**config.mk**
```make
export PLATFORM = sky130hd
export DESIGN_NAME = match_resolver
export DESIGN_NICKNAME = d
export VERILOG_FILES = /design/src/rtl/mr_pkg.sv /design/src/rtl/mr_pipe.sv /design/src/rtl/mr_pick.sv /design/src/rtl/match_resolver.sv
export SDC_FILE = /design/constraint.sdc
export NUM_CORES = 1
export LEC_CHECK = 0
export BUFFER_PORTS_ARGS = -buffer_cell sky130_fd_sc_hd__buf_2
export CAP_MARGIN = 20
export CORE_AREA = 2 2 85 87
export CTS_CLUSTER_SIZE = 16
export DETAILED_ROUTE_END_ITERATION = 6
export DIE_AREA = 0 0 87 89
export PLACE_DENSITY = 0.78
export SYNTH_ARGS = -nofsm -noshare
export SYNTH_HDL_FRONTEND = slang
export SYNTH_SLANG_ARGS = --single-unit
```
**constraint.sdc**
```tcl
create_clock -name clk -period 1.12 [get_ports clk]
set_input_delay 0.056 -clock clk [delete_from_list [all_inputs] [get_ports clk]]
set_output_delay 0.056 -clock clk [all_outputs]
set_load 0.05 [all_outputs]
```
**src/rtl/mr_pkg.sv**
```systemverilog
package mr_pkg;

   typedef enum logic [1:0] {
      SRC_NONE  = 2'd0,
      SRC_ROUTE = 2'd1,
      SRC_FLOW  = 2'd2,
      SRC_WILD  = 2'd3
   } mr_src_e;

   // Exclusive candidate slots; a lower slot wins ties.
   localparam int unsigned N_EXCL     = 3;
   localparam int unsigned SLOT_WILD  = 0;
   localparam int unsigned SLOT_FLOW  = 1;
   localparam int unsigned SLOT_ROUTE = 2;

endpackage

```
**src/rtl/mr_pipe.sv**
```systemverilog
module mr_pipe #(
   parameter int W = 8
) (
   input  logic         clk,
   input  logic         rst_n,
   input  logic [W-1:0] d,
   output logic [W-1:0] q
);

   always_ff @(posedge clk or negedge rst_n) begin
      if (!rst_n) q <= '0;
      else        q <= d;
   end

endmodule

```
**src/rtl/mr_pick.sv**
```systemverilog
// Minimum-key selector over N candidates; lower slot index wins a tie.
module mr_pick #(
   parameter  int N     = 3,
   parameter  int KEY_W = 6,
   parameter  int PAY_W = 8,
   localparam int SEL_W = (N > 1) ? $clog2(N) : 1
) (
   input  logic [N-1:0]       vld,
   input  logic [N*KEY_W-1:0] key,
   input  logic [N*PAY_W-1:0] pay,
   output logic               any,
   output logic [SEL_W-1:0]   sel,
   output logic [PAY_W-1:0]   win_pay
);

   logic [N-1:0] win_oh;

   always_comb begin
      for (int i = 0; i < N; i++) begin
         win_oh[i] = vld[i];
         for (int j = 0; j < N; j++) begin
            if (j != i && vld[j]) begin
               if (key[j*KEY_W +: KEY_W] < key[i*KEY_W +: KEY_W])
                  win_oh[i] = 1'b0;
               else if (key[j*KEY_W +: KEY_W] == key[i*KEY_W +: KEY_W] && j < i)
                  win_oh[i] = 1'b0;
            end
         end
      end
   end

   always_comb begin
      any     = |vld;
      sel     = '0;
      win_pay = '0;
      for (int i = 0; i < N; i++) begin
         if (win_oh[i]) begin
            sel     = SEL_W'(i);
            win_pay = pay[i*PAY_W +: PAY_W];
         end
      end
   end

endmodule

```
**src/rtl/match_resolver.sv**
```systemverilog
module match_resolver
   import mr_pkg::*;
#(
   parameter int PRIO_W     = 6,
   parameter int PORT_W     = 3,
   parameter int QID_W      = 9,
   parameter int IDX_W      = 6,
   parameter int ROUTE_PRIO = 40,
   parameter int FLOW_PRIO  = 32
) (
   input  logic              clk,
   input  logic              rst_n,
   input  logic              in_valid,
   input  logic              rt_hit,
   input  logic [PORT_W-1:0] rt_port,
   input  logic [QID_W-1:0]  rt_qid,
   input  logic [IDX_W-1:0]  rt_idx,
   input  logic              fl_hit,
   input  logic [PORT_W-1:0] fl_port,
   input  logic [QID_W-1:0]  fl_qid,
   input  logic [IDX_W-1:0]  fl_idx,
   input  logic              wx_hit,
   input  logic [PRIO_W-1:0] wx_prio,
   input  logic [PORT_W-1:0] wx_port,
   input  logic [QID_W-1:0]  wx_qid,
   input  logic [IDX_W-1:0]  wx_idx,
   input  logic              wn_hit,
   input  logic [PORT_W-1:0] wn_port,
   input  logic [QID_W-1:0]  wn_qid,
   input  logic [IDX_W-1:0]  wn_idx,
   output logic              dec_valid,
   output logic              dec_drop,
   output logic [1:0]        dec_src,
   output logic [1:0]        dec_copies,
   output logic [PORT_W-1:0] dec_port,
   output logic [QID_W-1:0]  dec_qid,
   output logic              aux_valid,
   output logic [PORT_W-1:0] aux_port,
   output logic [QID_W-1:0]  aux_qid,
   output logic              cnt_rt_inc,
   output logic [IDX_W-1:0]  cnt_rt_idx,
   output logic              cnt_fl_inc,
   output logic [IDX_W-1:0]  cnt_fl_idx,
   output logic              cnt_wx_inc,
   output logic [IDX_W-1:0]  cnt_wx_idx,
   output logic              cnt_wn_inc,
   output logic [IDX_W-1:0]  cnt_wn_idx
);

   localparam int ACT_W = PORT_W + QID_W;
   localparam int SEL_W = $clog2(N_EXCL);
   localparam int RF_W  = 2 + 2 * IDX_W;
   localparam int S1_W  = 1 + 2 + ACT_W + 1 + ACT_W + 2 * (1 + IDX_W);
   localparam int S2_W  = 1 + 1 + 2 + 2 + ACT_W + 1 + ACT_W + 2 * (1 + IDX_W);
   localparam logic [PRIO_W-1:0] RT_KEY = PRIO_W'(ROUTE_PRIO);
   localparam logic [PRIO_W-1:0] FL_KEY = PRIO_W'(FLOW_PRIO);

   initial begin
      assert (PRIO_W >= 1 && PORT_W >= 1 && QID_W >= 1 && IDX_W >= 1)
         else $error("match_resolver: field widths must be positive");
      assert (ROUTE_PRIO >= 0 && ROUTE_PRIO < (1 << PRIO_W))
         else $error("match_resolver: ROUTE_PRIO does not fit PRIO_W");
      assert (FLOW_PRIO >= 0 && FLOW_PRIO < (1 << PRIO_W))
         else $error("match_resolver: FLOW_PRIO does not fit PRIO_W");
   end

   // ---------------- stage 0: gate and pack candidates ----------------
   logic rt_v, fl_v, wx_v, wn_v;
   assign rt_v = in_valid & rt_hit;
   assign fl_v = in_valid & fl_hit;
   assign wx_v = in_valid & wx_hit;
   assign wn_v = in_valid & wn_hit;

   logic              slot_hit [N_EXCL];
   logic [PRIO_W-1:0] slot_key [N_EXCL];
   logic [ACT_W-1:0]  slot_act [N_EXCL];

   assign slot_hit[SLOT_WILD]  = wx_v;
   assign slot_key[SLOT_WILD]  = wx_prio;
   assign slot_act[SLOT_WILD]  = {wx_port, wx_qid};
   assign slot_hit[SLOT_FLOW]  = fl_v;
   assign slot_key[SLOT_FLOW]  = FL_KEY;
   assign slot_act[SLOT_FLOW]  = {fl_port, fl_qid};
   assign slot_hit[SLOT_ROUTE] = rt_v;
   assign slot_key[SLOT_ROUTE] = RT_KEY;
   assign slot_act[SLOT_ROUTE] = {rt_port, rt_qid};

   logic [N_EXCL-1:0]        c_vld;
   logic [N_EXCL*PRIO_W-1:0] c_key;
   logic [N_EXCL*ACT_W-1:0]  c_act;

   for (genvar g = 0; g < N_EXCL; g++) begin : g_slot
      assign c_vld[g]                  = slot_hit[g];
      assign c_key[g*PRIO_W +: PRIO_W] = slot_key[g];
      assign c_act[g*ACT_W +: ACT_W]   = slot_act[g];
   end

   logic             p_any;
   logic [SEL_W-1:0] p_sel;
   logic [ACT_W-1:0] p_act;

   mr_pick #(.N(N_EXCL), .KEY_W(PRIO_W), .PAY_W(ACT_W)) u_pick (
      .vld     (c_vld),
      .key     (c_key),
      .pay     (c_act),
      .any     (p_any),
      .sel     (p_sel),
      .win_pay (p_act)
   );

   mr_src_e s0_src;
   always_comb begin
      s0_src = SRC_NONE;
      if (p_any) begin
         if (p_sel == SEL_W'(SLOT_WILD))      s0_src = SRC_WILD;
         else if (p_sel == SEL_W'(SLOT_FLOW)) s0_src = SRC_FLOW;
         else                                 s0_src = SRC_ROUTE;
      end
   end

   logic s0_wx_win;
   assign s0_wx_win = p_any && (p_sel == SEL_W'(SLOT_WILD));

   // ---------------- stage 1: resolved set, match-time strobes ----------------
   logic [RF_W-1:0] rf_q;
   mr_pipe #(.W(RF_W)) u_rf_pipe (
      .clk   (clk),
      .rst_n (rst_n),
      .d     ({rt_v, rt_idx, fl_v, fl_idx}),
      .q     (rf_q)
   );
   assign {cnt_rt_inc, cnt_rt_idx, cnt_fl_inc, cnt_fl_idx} = rf_q;

   logic [S1_W-1:0] s1_q;
   mr_pipe #(.W(S1_W)) u_s1_pipe (
      .clk   (clk),
      .rst_n (rst_n),
      .d     ({in_valid, s0_src, p_act, wn_v, wn_port, wn_qid,
               s0_wx_win, wx_idx, wn_v, wn_idx}),
      .q     (s1_q)
   );

   logic             s1_vld, s1_aux, s1_wx_inc, s1_wn_inc;
   logic [1:0]       s1_src;
   logic [ACT_W-1:0] s1_act, s1_aux_act;
   logic [IDX_W-1:0] s1_wx_idx, s1_wn_idx;
   assign {s1_vld, s1_src, s1_act, s1_aux, s1_aux_act,
           s1_wx_inc, s1_wx_idx, s1_wn_inc, s1_wn_idx} = s1_q;

   logic [1:0] s1_copies;
   logic       s1_drop;
   assign s1_copies = 2'(s1_src != SRC_NONE) + 2'(s1_aux);
   assign s1_drop   = s1_vld && (s1_src == SRC_NONE) && !s1_aux;

   // ---------------- stage 2: registered decision ----------------
   logic [S2_W-1:0] s2_q;
   mr_pipe #(.W(S2_W)) u_s2_pipe (
      .clk   (clk),
      .rst_n (rst_n),
      .d     ({s1_vld, s1_drop, s1_src, s1_copies, s1_act, s1_aux, s1_aux_act,
               s1_wx_inc, s1_wx_idx, s1_wn_inc, s1_wn_idx}),
      .q     (s2_q)
   );
   assign {dec_valid, dec_drop, dec_src, dec_copies, dec_port, dec_qid,
           aux_valid, aux_port, aux_qid,
           cnt_wx_inc, cnt_wx_idx, cnt_wn_inc, cnt_wn_idx} = s2_q;

endmodule

```
==> flow_summary.html <==
<table>
<tr><th>Metric</th><th>Value</th></tr>
<tr><th colspan="2">GRT</th></tr>
<tr><td>Combined global-route utilization of all metal layers</td><td>20.9%</td></tr>
<tr><td>GR Overflow Total</td><td>0</td></tr>
<tr><td>Number of antenna violations at the first check in global routing</td><td>0</td></tr>
<tr><td>Pin count of the biggest net entering global routing</td><td>42</td></tr>
<tr><td>Global-route wire length before repair</td><td>roughly 12000 um</td></tr>
<tr><td>Vias in the first global route</td><td>2333</td></tr>
<tr><th colspan="2">Critical path</th></tr>
<tr><td>Arrival time reported for the critical path endpoint</td><td>1.35 ns</td></tr>
<tr><td>Launching point of the worst reg2reg path</td><td>u_s1_pipe.q[40]</td></tr>
<tr><td>Kind of start point of the critical path</td><td>primary input</td></tr>
<tr><td>Biggest cell delay along the critical path</td><td>0.42 ns</td></tr>
<tr><td>Reg-to-reg endpoint</td><td>u_s2_pipe.q[39]</td></tr>
<tr><td>CP cell instances</td><td>buf_2 &gt; or3_4 &gt; o31ai_4 &gt; a21boi_4 &gt; a221o_1</td></tr>
<tr><td>Critical Path Source</td><td>wx_prio[1]</td></tr>
<tr><td>Worst endpoint required time</td><td>1.36 ns</td></tr>
<tr><td>Classification of the worst setup path</td><td>in2reg</td></tr>
<tr><td>Worst setup EP type</td><td>flop</td></tr>
<tr><td>Number of cell instances on the worst register-to-register path</td><td>2</td></tr>
<tr><td>Maximum fanout count along the critical path</td><td>11</td></tr>
<tr><td>Master of the slowest instance on the critical path</td><td>sky130_fd_sc_hd__or3_4</td></tr>
<tr><td>Worst reg2reg setup slack</td><td>approximately 0.040 ns</td></tr>
<tr><th colspan="2">Hold path</th></tr>
<tr><td>Number of cells on the worst hold path</td><td>3</td></tr>
<tr><td>Hold endpoint</td><td>u_s1_pipe.q[40]</td></tr>
<tr><td>Path type of the worst min-delay path</td><td>in2reg</td></tr>
<tr><td>Origin of the worst min-delay path</td><td>fl_hit</td></tr>
<tr><th colspan="2">Place</th></tr>
<tr><td>HPWL after detailed placement</td><td>~4700 um</td></tr>
<tr><td>Port bufs</td><td>143</td></tr>
<tr><td>Placer congestion estimate</td><td>0.774</td></tr>
<tr><th colspan="2">Synthesis</th></tr>
<tr><td>Syn Area/Cell</td><td>~19 um^2</td></tr>
<tr><td>Number of instances in the synthesized netlist</td><td>between 150 and 200</td></tr>
<tr><td>Sequential-to-total area share from yosys stat</td><td>between 80 and 90%</td></tr>
<tr><td>Dominant combinational cell family by area after synthesis</td><td>compound AO/OA/AOI/OAI gates</td></tr>
<tr><td>Fraction of synthesized area in multiplexers</td><td>less than 1%</td></tr>
<tr><td>Number of nets in the synthesized netlist</td><td>around 240</td></tr>
<tr><td>FF+latch count, synth</td><td>99</td></tr>
<tr><td>Unique cell type count in the Yosys netlist</td><td>32</td></tr>
<tr><td>Post-Synth Adder-Cell Area</td><td>less than 1%</td></tr>
<tr><td>Total of warnings raised by yosys</td><td>0</td></tr>
<tr><td>Complex-gate fraction of the synthesized area</td><td>under 10%</td></tr>
<tr><td>Basic-gate share of the synthesized area counting and, or, nand and nor cells</td><td>approximately 6.2%</td></tr>
<tr><td>Post-synthesis share of cell area spent on xor and xnor gates</td><td>0%</td></tr>
<tr><td>Netlist area before placement</td><td>between 2000 and 3000 um^2</td></tr>
<tr><th colspan="2">Clock network</th></tr>
<tr><td>Register clock-pin slew on the reported worst setup and hold paths</td><td>about 0.09 ns</td></tr>
<tr><td>Clk Tree Root Cell</td><td>sky130_fd_sc_hd__clkbuf_8</td></tr>
<tr><td>Total clock buffers created by CTS</td><td>9</td></tr>
<tr><td>Number of sinks handled by clock tree synthesis</td><td>between 90 and 100</td></tr>
<tr><td>Post-CTS Setup Repair Bufs</td><td>0</td></tr>
<tr><td>Clock tree from TritonCTS</td><td>built</td></tr>
<tr><td>Number of H-tree branching levels</td><td>3</td></tr>
<tr><td>Max Root-Sink Buffers</td><td>2</td></tr>
<tr><td>Insertion delay of the later-clocked pin in the worst-skew pair</td><td>~0.35 ns</td></tr>
<tr><th colspan="2">Drt</th></tr>
<tr><td>Length of the first detailed-routing pass in iterations</td><td>4</td></tr>
<tr><td>Vias/cell</td><td>4.75</td></tr>
<tr><td>Detailed-route wire length</td><td>around 7800 um</td></tr>
<tr><td>Remaining routing DRC violations</td><td>0</td></tr>
<tr><td>Post-DRT Antenna Nets</td><td>0</td></tr>
<tr><td>Routed wirelength normalized by instance count</td><td>approximately 17 um</td></tr>
<tr><td>DRC violation total after the first TritonRoute iteration</td><td>52</td></tr>
<tr><td>Total via count in the routed design</td><td>2216</td></tr>
<tr><th colspan="2">Die</th></tr>
<tr><td>Ports</td><td>between 100 and 150</td></tr>
<tr><td>Floorplan row count</td><td>30</td></tr>
<tr><td>Horizontal die dimension</td><td>approximately 87 um</td></tr>
<tr><td>Floorplan core area</td><td>~6700 um^2</td></tr>
<tr><td>Die ar.</td><td>roughly 7700 um^2</td></tr>
<tr><td>Vertical extent of the die</td><td>roughly 89 um</td></tr>
<tr><td>Starting density of the core</td><td>44.2%</td></tr>
<tr><th colspan="2">STA</th></tr>
<tr><td>Final critical path time including I/O delays and setup</td><td>approximately 1.1 ns</td></tr>
<tr><td>Transition time at the pin with the least slew margin</td><td>approximately 0.30 ns</td></tr>
<tr><td>Peak Freq</td><td>about 0.90 GHz</td></tr>
<tr><td>Period utilisation layout</td><td>between 90% and 100%</td></tr>
<tr><td>Relative slew slack</td><td>between 70% and 80%</td></tr>
<tr><td>Final Max Tran Viols</td><td>0</td></tr>
<tr><td>Tightest hold margin</td><td>around 0.048 ns</td></tr>
<tr><td>Setup Skew</td><td>about 0.0093 ns</td></tr>
<tr><td>Number of setup violations in the final report</td><td>0</td></tr>
<tr><td>Total count of hold-check failures in the final report</td><td>0</td></tr>
<tr><td>Post-Route Setup TNS</td><td>0 ns</td></tr>
<tr><td>RSZ-0062 raised after global routing</td><td>yes</td></tr>
<tr><th colspan="2">Power</th></tr>
<tr><td>Ratio of total power to cell area</td><td>1640 nW/um^2</td></tr>
<tr><td>Largest voltage drop on the vdd net</td><td>~0.00081 V</td></tr>
<tr><td>Static Leakage</td><td>approximately 2.4 nW</td></tr>
<tr><th colspan="2">Finish</th></tr>
<tr><td>Commonest non-fill, non-tap cells in the layout</td><td>sky130_fd_sc_hd__buf_2, sky130_fd_sc_hd__dfrtp_1, sky130_fd_sc_hd__dlygate4sd3_1</td></tr>
<tr><td>Commonest non-fill, non-tap cell in the layout</td><td>sky130_fd_sc_hd__buf_2</td></tr>
<tr><td>Count of inserted antenna diode cells</td><td>0</td></tr>
<tr><td>Final cell utilization of the core</td><td>a little under three quarters</td></tr>
<tr><td>Register Area</td><td>~2500 um^2</td></tr>
<tr><td>Filler cell count</td><td>approximately 440</td></tr>
<tr><td>Area of the multi-input gates</td><td>between 400 and 500 um^2</td></tr>
<tr><td>Area added between synthesis and finish</td><td>61.1%</td></tr>
<tr><td>Final net count</td><td>~470</td></tr>
<tr><td>Share of layout cells above drive strength 1</td><td>a little under half</td></tr>
<tr><th colspan="2">Status</th></tr>
<tr><td>Result of the run</td><td>completed</td></tr>
<tr><th colspan="2">Flow run</th></tr>
<tr><td>Count of maximum capacitance violations</td><td>0</td></tr>
</table>
power by group:
part / internal (mW) / switching [mW] / total [mW]
clock: 1.61 / 1.16 / 2.77
combinational: 0.446 / 0.771 / 1.22
sequential: 3.78 / 0.0639 / 3.85
area by class of cell:
type | instances | share of cell area, %
Clock buffer | 11 | 3.17
Clock inverter | 5 | 2.22
Inverter | 1 | 0.0785
Multi-Input combinational cell | 50 | 9.60
Sequential cell | 99 | 51.8
Tap cell | 80 | 2.09
Timing Repair Buffer | 221 | 31.0
metal layers:
metal  track usage (%)  up-vias  part of all wire [%]
met5                 0        -                     0
met4              9.09        0                   2.3
met3              7.76       19                   9.5
met2              36.3      124                    50
met1              23.0     1067                    38
li1                  -     1006                     -
registers in the layout, summed over array words and instances, names as in the netlist:
signal / flops
u_s1_pipe.q: 41
u_s2_pipe.q: 44
u_rf_pipe.q: 14
repair_timing:
item,4_1_cts,5_1_grt
gates resized for setup,0,2
hold buffers,62,0
hold endpoints to repair,149,0
endpoints found under the setup margin,0,12
synth_stat cells, drive strengths merged:
cell	number	area, um^2
o211ai	2	15.0
or3	1	11.3
o21ai	1	5.00
a41o	1	10.0
and4	11	96.3
o2111a	1	11.3
or2b	1	7.51
inv	1	3.75
o31a	1	10.0
or2	1	6.26
a2bb2oi	1	8.76
mux2	1	11.3
dfrtp	99	2480
or3b	1	8.76
buf	4	28.8
a221o	11	110
o311ai	1	16.3
a211oi	1	12.5
a21boi	1	11.3
nor2b	2	12.5
and3	1	6.26
nand2	1	3.75
nor3b	1	7.51
o2111ai	1	8.76
a21oi	1	5.00
clkbuf	2	7.51
and2	3	18.8
nor2	1	3.75
ha	1	12.5
o31ai	1	21.3
kinds of logic (layout without fill, tap and decap cells):
kind of cell,count (synthesis),after routing
and+or+nand+nor,24,24
adders and majority gates,1,1
muxes,1,1
AOI/OAI and AO/OA,24,24
DFF,99,99
buffers and inverters,7,238
critical path, delay by kind of cell:
family / cells / cell delay, ns
compound gates: 3 / 0.77
buf+inv: 1 / 0.11
simple gates: 1 / 0.42
stage by stage:
| step | cell area [um^2] | total power, mW | worst slack, ns | instances |
|---|---|---|---|---|
| global route | 4780 | 8.15 | -0.0266 | 467 |
| finish | 4780 | 7.84 | 0.00769 | 467 |
| detailed placement | 3900 | 4.95 | -0.344 | 389 |
| global placement | 3900 | 4.92 | -0.324 | 389 |
| floorplan | 2970 | 4.49 | -0.210 | 156 |
| CTS | 4770 | 7.86 | 0.0314 | 467 |
worst max path at each step:
| stage | cells past startpoint | endpoint |
|---|---|---|
| 6_report | 5 | u_s1_pipe.q[34] |
| 3_5_place_dp | 5 | u_s1_pipe.q[34] |
| 2_1_floorplan | 5 | u_s1_pipe.q[28] |
| 5_1_grt | 5 | u_s1_pipe.q[33] |
| 4_1_cts | 2 | u_s2_pipe.q[39] |
| 3_3_place_gp | 5 | u_s1_pipe.q[32] |
No activity file was read; power rests on OpenSTA's default activity.
